### src/rtl/rsnap_pkg.sv
package rsnap_pkg;

  typedef enum logic [1:0] {
    SNAP_IDLE  = 2'd0,
    SNAP_STACK = 2'd1,
    SNAP_REG   = 2'd2,
    SNAP_DONE  = 2'd3
  } snapState_t;

  // strobes from control to datapath
  typedef struct packed {
    logic loadScan;   // trigger accepted: load scan pointer
    logic stepScan;   // read stack at scan pointer, then step down
    logic capShadow;  // copy mutator register into shadow
    logic emitShadow; // queue shadow value for output
  } snapCmd_t;

endpackage

### src/rtl/rsnap_tdp_ram.sv
module rsnap_tdp_ram #(
  parameter int DW = 16,
  parameter int AW = 4
) (
  input  logic          clk,
  input  logic          aWe,
  input  logic [AW-1:0] aAddr,
  input  logic [DW-1:0] aWData,
  output logic [DW-1:0] aRData,
  input  logic          bEn,
  input  logic [AW-1:0] bAddr,
  output logic [DW-1:0] bRData
);
  localparam int DEPTH = 1 << AW;

  logic [DW-1:0] mem [DEPTH];

  // port A: mutator, read-first
  always_ff @(posedge clk) begin
    if (aWe) mem[aAddr] <= aWData;
    aRData <= mem[aAddr];
  end

  // port B: scan, read only
  always_ff @(posedge clk) begin
    if (bEn) bRData <= mem[bAddr];
  end

endmodule

### src/rtl/rsnap_ctrl.sv
module rsnap_ctrl
  import rsnap_pkg::*;
(
  input  logic     clk,
  input  logic     rstN,
  input  logic     gcTrig,
  input  logic     topEmpty,
  input  logic     scanLast,
  output snapCmd_t cmd,
  output logic     snapDone
);
  snapState_t state, stateNxt;
  logic       firstCyc;
  logic       accept;

  assign accept = (state == SNAP_IDLE) && gcTrig;

  always_comb begin
    stateNxt = state;
    unique case (state)
      SNAP_IDLE:  if (accept) stateNxt = topEmpty ? SNAP_REG : SNAP_STACK;
      SNAP_STACK: if (scanLast) stateNxt = SNAP_REG;
      SNAP_REG:   stateNxt = SNAP_DONE;
      SNAP_DONE:  stateNxt = SNAP_IDLE;
      default:    stateNxt = SNAP_IDLE;
    endcase
  end

  always_ff @(posedge clk) begin
    if (!rstN) begin
      state    <= SNAP_IDLE;
      firstCyc <= 1'b0;
    end else begin
      state    <= stateNxt;
      firstCyc <= accept;
    end
  end

  always_comb begin
    cmd.loadScan   = accept;
    cmd.stepScan   = (state == SNAP_STACK);
    cmd.capShadow  = firstCyc;
    cmd.emitShadow = (state == SNAP_REG);
  end

  assign snapDone = (state == SNAP_DONE);

  AST_TRIG_IGNORED: assert property (@(posedge clk) disable iff (!rstN)
    (state != SNAP_IDLE && gcTrig) |=> !firstCyc);

  AST_DONE_PULSE: assert property (@(posedge clk) disable iff (!rstN)
    snapDone |=> !snapDone);

  AST_CAPTURE_BUSY: assert property (@(posedge clk) disable iff (!rstN)
    firstCyc |-> (state == SNAP_STACK || state == SNAP_REG));

endmodule

### src/rtl/rsnap_dpath.sv
module rsnap_dpath
  import rsnap_pkg::*;
#(
  parameter int DW = 16,
  parameter int AW = 4
) (
  input  logic          clk,
  input  logic          rstN,
  input  snapCmd_t      cmd,
  input  logic [AW:0]   stackTop,
  input  logic [DW-1:0] mutRegVal,
  input  logic [DW-1:0] scanRData,
  output logic          scanRdEn,
  output logic [AW-1:0] scanAddr,
  output logic          topEmpty,
  output logic          scanLast,
  output logic          rootValid,
  output logic [DW-1:0] rootData
);
  localparam int DEPTH = 1 << AW;

  logic [AW-1:0] scanPtr;
  logic [DW-1:0] shadowReg;
  logic          stackPend;
  logic          regPend;

  always_ff @(posedge clk) begin
    if (!rstN) begin
      scanPtr <= '0;
    end else if (cmd.loadScan) begin
      scanPtr <= stackTop[AW-1:0] - AW'(1);
    end else if (cmd.stepScan) begin
      scanPtr <= scanPtr - AW'(1);
    end
  end

  always_ff @(posedge clk) begin
    if (!rstN) begin
      shadowReg <= '0;
      stackPend <= 1'b0;
      regPend   <= 1'b0;
    end else begin
      if (cmd.capShadow) shadowReg <= mutRegVal;
      stackPend <= cmd.stepScan;
      regPend   <= cmd.emitShadow;
    end
  end

  assign topEmpty  = (stackTop == '0);
  assign scanLast  = (scanPtr == '0);
  assign scanRdEn  = cmd.stepScan;
  assign scanAddr  = scanPtr;
  assign rootValid = stackPend | regPend;
  assign rootData  = regPend ? shadowReg : scanRData;

  AST_NO_OVERLAP: assert property (@(posedge clk) disable iff (!rstN)
    !(stackPend && regPend));

  AST_REG_LAST: assert property (@(posedge clk) disable iff (!rstN)
    regPend |=> !stackPend);

  AST_TOP_RANGE: assert property (@(posedge clk) disable iff (!rstN)
    cmd.loadScan |-> (int'(stackTop) <= DEPTH));

endmodule

### src/rtl/root_snapshot.sv
module root_snapshot
  import rsnap_pkg::*;
#(
  parameter int DW = 16,
  parameter int AW = 4
) (
  input  logic          clk,
  input  logic          rstN,
  input  logic          gcTrig,
  input  logic [AW:0]   stackTop,
  input  logic [DW-1:0] mutRegVal,
  input  logic          mutWrEn,
  input  logic [AW-1:0] mutAddr,
  input  logic [DW-1:0] mutWrData,
  output logic [DW-1:0] mutRdData,
  output logic          rootValid,
  output logic [DW-1:0] rootData,
  output logic          snapDone
);
  snapCmd_t      cmd;
  logic          topEmpty;
  logic          scanLast;
  logic          scanRdEn;
  logic [AW-1:0] scanAddr;
  logic [DW-1:0] scanRData;

  rsnap_ctrl u_ctrl (
    .clk      (clk),
    .rstN     (rstN),
    .gcTrig   (gcTrig),
    .topEmpty (topEmpty),
    .scanLast (scanLast),
    .cmd      (cmd),
    .snapDone (snapDone)
  );

  rsnap_dpath #(.DW(DW), .AW(AW)) u_dpath (
    .clk       (clk),
    .rstN      (rstN),
    .cmd       (cmd),
    .stackTop  (stackTop),
    .mutRegVal (mutRegVal),
    .scanRData (scanRData),
    .scanRdEn  (scanRdEn),
    .scanAddr  (scanAddr),
    .topEmpty  (topEmpty),
    .scanLast  (scanLast),
    .rootValid (rootValid),
    .rootData  (rootData)
  );

  rsnap_tdp_ram #(.DW(DW), .AW(AW)) u_ram (
    .clk    (clk),
    .aWe    (mutWrEn),
    .aAddr  (mutAddr),
    .aWData (mutWrData),
    .aRData (mutRdData),
    .bEn    (scanRdEn),
    .bAddr  (scanAddr),
    .bRData (scanRData)
  );

  AST_DONE_WITH_ROOT: assert property (@(posedge clk) disable iff (!rstN)
    snapDone |-> rootValid);

  AST_RESET_QUIET: assert property (@(posedge clk)
    !rstN |=> (!rootValid && !snapDone));

endmodule

### config.mk
export PLATFORM = sky130hd
export DESIGN_NAME = root_snapshot
export DESIGN_NICKNAME = d
export VERILOG_FILES = /design/src/rtl/rsnap_pkg.sv /design/src/rtl/rsnap_tdp_ram.sv /design/src/rtl/rsnap_ctrl.sv /design/src/rtl/rsnap_dpath.sv /design/src/rtl/root_snapshot.sv
export SDC_FILE = /design/constraint.sdc
export NUM_CORES = 1
export LEC_CHECK = 0
export CAP_MARGIN = 25
export CORE_MARGIN = 2
export CORE_UTILIZATION = 50
export DETAILED_ROUTE_END_ITERATION = 8
export GPL_TIMING_DRIVEN = 0
export PLACE_DENSITY_LB_ADDON = 0.12
export SLEW_MARGIN = 20
export SYNTH_ARGS = -nofsm -noshare
export SYNTH_HDL_FRONTEND = slang
export SYNTH_HIERARCHICAL = 1
export SYNTH_SLANG_ARGS = --single-unit
### constraint.sdc
create_clock -name clk -period 7.1 [get_ports clk]
set_input_delay 1.065 -clock clk [delete_from_list [all_inputs] [get_ports clk]]
set_output_delay 1.065 -clock clk [all_outputs]
set_load 0.03 [all_outputs]
After elaboration in Yosys (flattened, before gate mapping)
Memory sizes are Yosys's and may differ from the RTL's. A register that Yosys moved wholly into a read port is not among the register bits.
Cells that the tools add are included.
W data, S select, Z words.
- bits of input ports: 45
- memories kept: 1
- logic and storage cells: 30
- output and inout port bits: 34
- bits in writable memories: 256
- register bits after elaboration: 25
- memories (memory ; words ; width ; read ports ; clocked after memory_dff ; write ports ; RTL line ; RTL):
    u_ram.mem ; 16 ; 16 ; 2 ; 2 ; 1 ; rsnap_tdp_ram.sv:16 ; logic [DW-1:0] mem [DEPTH];
- bitwise logic cells: 1
- multiplexer cells: 9
- add/sub/neg operators: 2
- reductions and logical operators: 6
- eq/ne operators: 5
- operators by type and width (kind ; count):
    $mux W16 ; 1
    $mux W4 ; 2
    $pmux W2 S4 ; 1
    $sub A4 B1 Y4 const B ; 2
    $mux W2 ; 3
    $logic_not A5 Y1 ; 1
    $eq A2 B2 Y1 const B ; 2
    $logic_not A4 Y1 ; 1
    $eq A2 B1 Y1 const B ; 1
    $logic_not A2 Y1 ; 1
    $mux W1 ; 2
    $ne A2 B1 Y1 const B ; 1
    $ne A2 B2 Y1 const B ; 1
    $reduce_and A2 Y1 ; 1
    $reduce_bool A2 Y1 ; 1
    $logic_and A1 B1 Y1 ; 1
    $or A1 B1 Y1 ; 1

Longest topological paths before layout
Gate-level depths: netlist of the first run.
- depth in word-level cells: 4
- mapped depth: 10
- gate-level depth less buffers: 8

By module
Netlist of the first run, hierarchy kept.
- by module, submodules not included (module ; seq. area each (sq um) ; cells each ; instances ; area each (sq um)):
    rsnap_tdp_ram ; 8488.1 ; 587 ; 1 ; 12414.4
    rsnap_dpath ; 440.4 ; 106 ; 1 ; 1141.1
    rsnap_ctrl ; 60.1 ; 24 ; 1 ; 226.5

Worst setup path before layout of the first run
OpenSTA, ideal clock, no wires.
- path kind: input to register
- from: input mutAddr[2]
- to: memory u_ram.mem[0][0] (enable)
- required time: 6.691 ns
- arrival time: 2.711 ns
- setup slack: 3.980 ns
- library setup time: 0.409 ns
- stages on the path: 2
- path buffers: 0
- path through: or3b_2 -> nor3_1
- RTL lines (what ; RTL line ; RTL):
    from (decl) ; root_snapshot.sv:13 ; input logic [AW-1:0] mutAddr,
    to (decl) ; rsnap_tdp_ram.sv:16 ;
Straight into the memory's write port.

Final worst setup path of the first run
- from: register u_dpath.regPend
- to: output rootData[14]
- cells in the longest elaborated chain, start to end: 1
- RTL lines (what ; RTL line ; RTL):
    from (decl) ; rsnap_dpath.sv:25 ; logic regPend;
    from (signal assigned) ; rsnap_dpath.sv:45 ; regPend <= cmd.emitShadow;
    $mux W16 ; rsnap_dpath.sv:54 ; assign rootData = regPend ? shadowReg : scanRData;
    to (decl) ; root_snapshot.sv:17 ; output logic [DW-1:0] rootData,
Every way passes these cells.

==> reports/qor.txt, run 1 <==
========================================================================================
Worst Tran Pin Value ......................................................     0.928 ns
Fraction of synthesized cell area in xor and xnor cells ...................       0.191%
Number of enable-type register cells in the synthesized netlist ...........          272
Count of unique library cells instantiated by Yosys .......................           39
Cell-by-cell listing of the critical path ................................. buf_2 -> buf_4 -> mux2_1 -> clkdlybuf4s50_1
Top-Level Pins ............................................................           79
Hold worst-path end ....................................................... u_dpath/shadowReg[9]
Cells taking the most area after synthesis ................................ sky130_fd_sc_hd__edfxtp_1 59%, sky130_fd_sc_hd__mux4_2 19%, sky130_fd_sc_hd__dfxtp_1 6.0%
Req. time, crit path ......................................................      6.03 ns
Setup repair after global routing missed its margin .......................           no
Reported max-cap violation count ..........................................            0
Worst setup path category ................................................. flop to output port
Total Wirelength ..........................................................      34.8 mm
Endpoint of the worst-slack reg-to-reg timing path ........................ u_ram/bRData[6]
Total negative setup slack ................................................         0 ns
Number of failing setup endpoints in the final timing report ..............            0
Cell area after technology mapping ........................................    13800 um2
CP startpoint kind ........................................................         flop
Area share of the leading cell type in the synthesized netlist ............        59.3%
Total global-route track usage ............................................        24.8%
Number of buffers inserted for hold repair after clock tree synthesis .....            0
Count of endpoints failing hold in the final timing report ................            0
Relative contribution of combinational cells to total power ...............        28.2%
Mapped Nets ...............................................................          768
Dominant combinational cell family by area after synthesis ................ multiplexers
Initial Util ..............................................................        51.0%
Synthesized-area fraction occupied by ao, oa, aoi and oai cells ...........        4.21%
Relative slew slack .......................................................        38.1%
Number of clock sinks seen by CTS .........................................          313
Vertical die dimension ....................................................       170 um
Total iterations of the first detailed-routing run ........................            6
Pwr Total .................................................................      5.46 mW
HPWL Detailed .............................................................      23.7 mm
Setup slack after placement ...............................................      3.64 ns
Die footprint .............................................................    28900 um2
Total of flip-flops plus latches after synthesis ..........................          313
Portion of the clock cycle consumed by the worst path in the final layout .        46.1%
Final net count ...........................................................          895
Cell types with the highest counts after synthesis ........................ 272 x sky130_fd_sc_hd__edfxtp_1, 118 x sky130_fd_sc_hd__mux4_2, 64 x sky130_fd_sc_hd__a22oi_1
Post-CTS sizing ...........................................................            0
Source of the worst hold timing path ...................................... u_dpath/shadowReg[9]
Worst hold stages .........................................................            2
Initial antenna violation count ...........................................            0
Arrival time at the worst endpoint ........................................      2.21 ns
Peak supply drop ..........................................................       148 uV
Detail Route Antenna Nets .................................................            0
Register clock-pin slew on the reported worst setup and hold paths ........      0.06 ns
Total count of max-transition violations in the final report ..............            0
Wire length of the first global-routing pass ..............................      51.7 mm
TritonCTS clock tree ......................................................        built
Core Region ...............................................................    27000 um2
Largest fanout on the critical path .......................................           10
Fraction of the mapped netlist area in adder cells ........................       0.545%
Slack of the worst reg-to-reg path ........................................      4.54 ns
Register area share after synthesis .......................................        65.2%
Fraction of final layout cells with drive strength greater than 1 .........        27.0%
Total number of placement rows ............................................           60
Delay of the slowest cell on the worst path ...............................      0.60 ns
Dominant cell type by area after synthesis ................................ sky130_fd_sc_hd__edfxtp_1
Chip width ................................................................       170 um
Family with the most delay on the worst path .............................. buffers and inverters
Reported leakage power ....................................................      5.30 nW
Post CTS Setup Buffer Count ...............................................            0
Final estimated routing congestion in global placement ....................        0.799
Total number of vias ......................................................         7894
Length in cells of the worst reg-to-reg path ..............................            5
Worst slack on hold paths .................................................     0.514 ns
Multiplexer area fraction after synthesis .................................        24.0%
Min Tclk post-route .......................................................      3.27 ns
Switching power of the nets ...............................................      1.60 mW
Critical path buffer and inverter count ...................................            3
Vias/cell .................................................................         6.52
Clk buf depth .............................................................            3
Timing-limited maximum frequency ..........................................      305 MHz
Capturing element type of the critical path ...............................  output port
Clock skew after layout ...................................................    0.0145 ns
Largest net degree at the start of global routing .........................           17
1st-iter DRT viols ........................................................          897
Ys async rst share ........................................................           0%
Number of warnings issued by yosys ........................................            6
Area added between synthesis and finish ...................................        18.2%
H-tree levels .............................................................            2
Worst min path class ...................................................... flop to flop
Startpoint of the most critical register-to-register path ................. u_dpath/scanAddr[1]
Number of remaining DRC errors ............................................            0
Residual overflow from global routing .....................................            0
Switching share of total power ............................................        29.3%
Number of global-route vias before repair .................................         8282
Number of antenna cells inserted ..........................................            0
Simple-Gate Fraction of Synth Area ........................................        3.42%
Portion of total power attributed to sequential cells .....................        40.5%
Internal power ............................................................      3.86 mW
Utilization of the core after routing .....................................        60.3%
Standard cell with the maximum stage delay on the critical path ........... sky130_fd_sc_hd__clkdlybuf4s50_1
Mapped Cells ..............................................................          717
Outcome ...................................................................    completed
Share of power burned in the clock network ................................        31.3%
Most common cell in the netlist ........................................... sky130_fd_sc_hd__edfxtp_1
Mean cell area of the mapped netlist ......................................     19.2 um2
Clock root buffer ......................................................... sky130_fd_sc_hd__clkbuf_16
Setup slack of the critical path after layout .............................      3.83 ns
Count of buffers inserted at the top-level ports ..........................           76
Skew-Pair Late Insertion Delay ............................................      0.51 ns
Power density of the placed cells .........................................   335 nW/um2
Prevailing post-synth register cell ....................................... sky130_fd_sc_hd__edfxtp_1
Number of buffers added by the clock tree synthesis step ..................           34
Detail-routed net length per standard cell ................................      28.8 um
========================================================================================
[stage by stage]
stage               instances  area [um2]
finish                   1210       16300
global route             1210       16300
CTS                      1210       16300
detailed placement       1149       15200
global placement         1134       15000
floorplan                 717       13800
[sequential cells by signal, summed over array words and instances, names as in the netlist]
name	flops
u_ctrl/firstCyc	1
u_ctrl/state	2
u_dpath/regPend	1
u_dpath/scanAddr	4
u_dpath/shadowReg	16
u_dpath/stackPend	1
u_ram/aRData	16
u_ram/bRData	16
u_ram/mem	256
[worst reg2reg max path, delay by kind of cell, from the launching register on]
| family | cells | cell delay [ns] |
|---|---|---|
| flops | 1 | 0.39 |
| buf+inv | 2 | 1.03 |
| compound gates | 1 | 0.38 |
| mux | 1 | 0.40 |
| simple gates | 1 | 0.10 |
[routing by layer]
layer  GRT usage, %  part of all wire, %  vias to the layer above
li1               -                    -                     3274
met1           33.8                   39                     4118
met2           41.1                   49                      428
met3           4.53                  9.1                       74
met4           8.14                  3.0                        0
met5              0                    0                        -
[power groups by stage]
stage | sequential [mW] | combinational (mW) | clock (mW)
2_1_floorplan | 2.25 | 1.01 | 0
3_3_place_gp | 2.25 | 1.50 | 0
3_5_place_dp | 2.25 | 1.53 | 0
4_1_cts | 2.22 | 1.54 | 1.74
5_1_grt | 2.23 | 1.63 | 1.82
6_report | 2.21 | 1.54 | 1.71
[cell type report]
| type | count | area (um2) |
|---|---|---|
| multi-input combinational | 346 | 4540 |
| inverter | 4 | 15.0 |
| sequential | 313 | 8990 |
| timing repair buffer | 91 | 930 |
| buffer | 54 | 314 |
| fill | 1932 | 10700 |
| clock inverter | 13 | 116 |
| clock buffer | 48 | 965 |
| tap | 341 | 427 |
[cells by family (layout without fill, tap and decap cells)]
logic type      count (synthesis)  after routing
mux                           165            165
fa+ha+maj                       6              6
flops                         313            313
buf+inv                        58            210
compound gates                 76             76
simple gates                   96             96
xor+xnor                        3              3
[worst max-delay path by stage]
stage                                from                to  slack (ns)  depth (start not counted)
after floorplan                mutAddr[2]   u_ram/mem[0][0]        3.98                          2
after global placement         mutAddr[2]   u_ram/mem[0][6]        1.77                          3
after detailed placement       mutAddr[2]  u_ram/aRData[10]        3.64                          5
after CTS                 u_dpath/regPend      rootData[14]        3.79                          4
after global routing      u_dpath/regPend      rootData[14]        3.72                          4
final                     u_dpath/regPend      rootData[14]        3.83                          4
[layout by cell type (no fill, tap or decap), drive strengths merged, types with 16 or more instances in the layout]
cell           instances
nand2                 36
mux2i                 21
mux2                  16
clkbuf                72
nor2b                 20
buf                   45
clkdlybuf4s50         76
dfxtp                 41
a22oi                 64
mux4                 128
edfxtp               272
No activity file was read; power rests on OpenSTA's default activity.
==> inputs of run 2 (changes only) <==
clock period = 2.9 ns   (was 7.1 ns; I/O delays follow)
==> results of run 2 <==
Same layout as run 1 (identical final DEF). Status: completed.
Main changes from that run: setup slack after placement 3.64 ns -> 0.0715 ns; setup slack after layout 3.83 ns -> 0.255 ns; register-to-register setup slack 4.54 ns -> 0.34 ns; total power 5.46 mW -> 13.4 mW; worst IR drop on VDD 148 uV -> 362 uV
==> inputs of run 3 (changes only) <==
CORE_MARGIN = not set   (was 2)
==> run 3 against run 2 <==
Effect of this change: design area about the same; register-to-register slack got worse by 0.11 ns; first-iteration DRC count down 10%; setup slack worse by 0.028 ns; routed wire length about the same; sequential cell count is the same; cell count increased by 0.25%; sequential share of layout area about the same; non-clock buffer count up 1; fmax shrank 1.0%; critical path type is now flop to flop; critical endpoint is now u_ram/bRData[10]; largest cell class unchanged.
==> reports/qor.txt, run 3 (synthesis gave the netlist of run 1 again) <==
========================================================================================
Setup slack after placement ...............................................    0.0344 ns
Routed length on met3 .....................................................      3.10 mm   -1.7%
HPWL Detailed .............................................................      23.7 mm   +0.12%
Initial Util ..............................................................        51.0%   unchanged
Total number of placement rows ............................................           60   unchanged
1st-iter DRT viols ........................................................          803   -10%
Total Wirelength ..........................................................      34.8 mm   about the same
Clk buf depth .............................................................            3   unchanged
Post CTS Setup Buffer Count ...............................................            0   unchanged
Post-CTS sizing ...........................................................            0   unchanged
Clock root buffer ......................................................... sky130_fd_sc_hd__clkbuf_16
Final net count ...........................................................          897   +0.22%
CP startpoint kind ........................................................         flop
Reported max-cap violation count ..........................................            0   unchanged
Total iterations of the first detailed-routing run ........................            5   -1
Portion of the clock cycle consumed by the worst path in the final layout .        92.2%
Worst min path class ...................................................... flop to flop
Commonest non-fill, non-tap cell in the layout ............................ sky130_fd_sc_hd__edfxtp_1
Initial antenna violation count ...........................................            0   unchanged
TritonCTS clock tree ......................................................        built
Total negative setup slack ................................................         0 ns   unchanged
Clock skew after layout ...................................................    0.0104 ns   -0.00406 ns
Min Tclk post-route .......................................................      2.67 ns
Area added between synthesis and finish ...................................        18.3%   about the same
Count of buffers inserted at the top-level ports ..........................           76   unchanged
Die footprint .............................................................    28200 um2   -2.3%
Number of antenna cells inserted ..........................................            0   unchanged
Detailed route wirelength on metal2 .......................................      17.1 mm   +0.28%
Number of buffers added by the clock tree synthesis step ..................           35   +2.9%
Number of failing setup endpoints in the final timing report ..............            0   unchanged
Total number of vias ......................................................         7930   +0.46%
Startpoint of the most critical register-to-register path ................. u_dpath/scanAddr[1]
Count of endpoints failing hold in the final timing report ................            0   unchanged
Final estimated routing congestion in global placement ....................        0.791   -1.1%
Residual overflow from global routing .....................................            0   unchanged
Largest fanout on the critical path .......................................           10   unchanged
Detail Route Antenna Nets .................................................            0   unchanged
Register name with the most flops .........................................    u_ram/mem
Detail-routed net length per standard cell ................................      28.7 um   -0.18%
Outcome ...................................................................    completed
Skew-Pair Late Insertion Delay ............................................      0.50 ns   about the same
H-tree levels .............................................................            2   unchanged
Vertical die dimension ....................................................       168 um   -1.2%
Fraction of final layout cells with drive strength greater than 1 .........        26.1%   -0.90 points
Setup slack of the critical path after layout .............................     0.227 ns
Critical path buffer and inverter count ...................................            2   -1
Source of the worst hold timing path ...................................... u_dpath/shadowReg[5]
Top-Level Pins ............................................................           79   unchanged
Largest net degree at the start of global routing .........................           17   unchanged
Cell-by-cell listing of the critical path ................................. buf_2 -> buf_1 -> mux4_2 -> a22oi_1 -> nand2_1
Peak supply drop ..........................................................       466 uV
Delay of the slowest cell on the worst path ...............................      0.68 ns   +0.08 ns
Number of global-route vias before repair .................................         8304   +0.27%
Req. time, crit path ......................................................      3.11 ns
Reported leakage power ....................................................      5.29 nW   -0.16%
Capturing element type of the critical path ...............................         flop
Standard cell with the maximum stage delay on the critical path ........... sky130_fd_sc_hd__buf_1
Commonest cells after routing, fill and taps aside ........................ 272 x sky130_fd_sc_hd__edfxtp_1, 118 x sky130_fd_sc_hd__mux4_2, 76 x sky130_fd_sc_hd__clkdlybuf4s50_1, 64 x sky130_fd_sc_hd__a22oi_1, 41 x sky130_fd_sc_hd__dfxtp_1
Worst slack on hold paths .................................................     0.517 ns   +0.00311 ns
Highest routed metal layer ................................................         met4
Flip-flop count of the largest register after layout ......................          256   unchanged
Worst Tran Pin Value ......................................................     0.945 ns   +0.0171 ns
Setup repair after global routing missed its margin .......................           no
Wire length of the first global-routing pass ..............................      51.6 mm   -0.28%
Power density of the placed cells .........................................   819 nW/um2
Vias/cell .................................................................         6.54   +0.21%
Met1 routed wirelength after detailed routing .............................      13.7 mm   +0.83%
Timing-limited maximum frequency ..........................................      374 MHz
Relative slew slack .......................................................        37.0%   -1.1 points
Total count of max-transition violations in the final report ..............            0   unchanged
Register clock-pin slew on the reported worst setup and hold paths ........      0.05 ns   about the same
Worst setup path category ................................................. flop to flop
Crit path from ............................................................ u_dpath/scanAddr[1]
Core Region ...............................................................    27000 um2   unchanged
Chip width ................................................................       168 um   -1.2%
Number of remaining DRC errors ............................................            0   unchanged
Total global-route track usage ............................................        25.4%   +0.56 points
Family with the most delay on the worst path .............................. buffers and inverters
Arrival time at the worst endpoint ........................................      2.88 ns   +0.67 ns
Number of buffers inserted for hold repair after clock tree synthesis .....            0   unchanged
Utilization of the core after routing .....................................        60.3%   about the same
Number of clock sinks seen by CTS .........................................          313   unchanged
========================================================================================
[run 3: cell type report]
type / instances / area [um2]
Timing Repair Buffer: 92 / 945
Sequential cell: 313 / 8990
Clock inverter: 7 / 53.8
Clock buffer: 56 / 1030
Inverter: 4 / 15.0
Buffer: 54 / 314
Tap cell: 341 / 427
Fill cell: 1941 / 10700
Multi-Input combinational cell: 346 / 4530
[run 3: report_power, final]
part	switching [mW]	internal [mW]	total [mW]	leakage, nW
combinational	2.07	1.68	3.76	1.97
sequential	0.148	5.28	5.42	2.80
clock	1.67	2.51	4.18	0.522
total	3.89	9.47	13.4	5.29
[run 3: metrics by stage]
| stage | std cells | power (mW) | instance area, um2 |
|---|---|---|---|
| floorplan | 717 | 7.99 | 13800 |
| CTS | 1213 | 13.4 | 16300 |
| detailed placement | 1150 | 9.26 | 15200 |
| global route | 1213 | 13.8 | 16300 |
| global placement | 1134 | 9.17 | 15000 |
| finish | 1213 | 13.4 | 16300 |
[run 3: per-layer routing]
metal  vias up  global-route usage (%)
met5         -                       0
met4         0                    8.02
met3        82                    5.76
met2       400                    41.7
met1      4170                    34.0
li1       3278                       -
[run 3: tightest hold or removal path: stages, from the launching register on]
cell	delay, ns
sky130_fd_sc_hd__dfxtp_1	0.32
sky130_fd_sc_hd__mux2i_1	0.07
sky130_fd_sc_hd__nor2b_1	0.10
[run 3: final timing paths]
path / to / slack (ns) / cells after the start
max: u_ram/bRData[10] / 0.23 / 5
max reg2reg: u_ram/bRData[10] / 0.23 / 5
min reg2reg: u_dpath/shadowReg[5] / 0.52 / 2
min: u_dpath/shadowReg[5] / 0.52 / 2
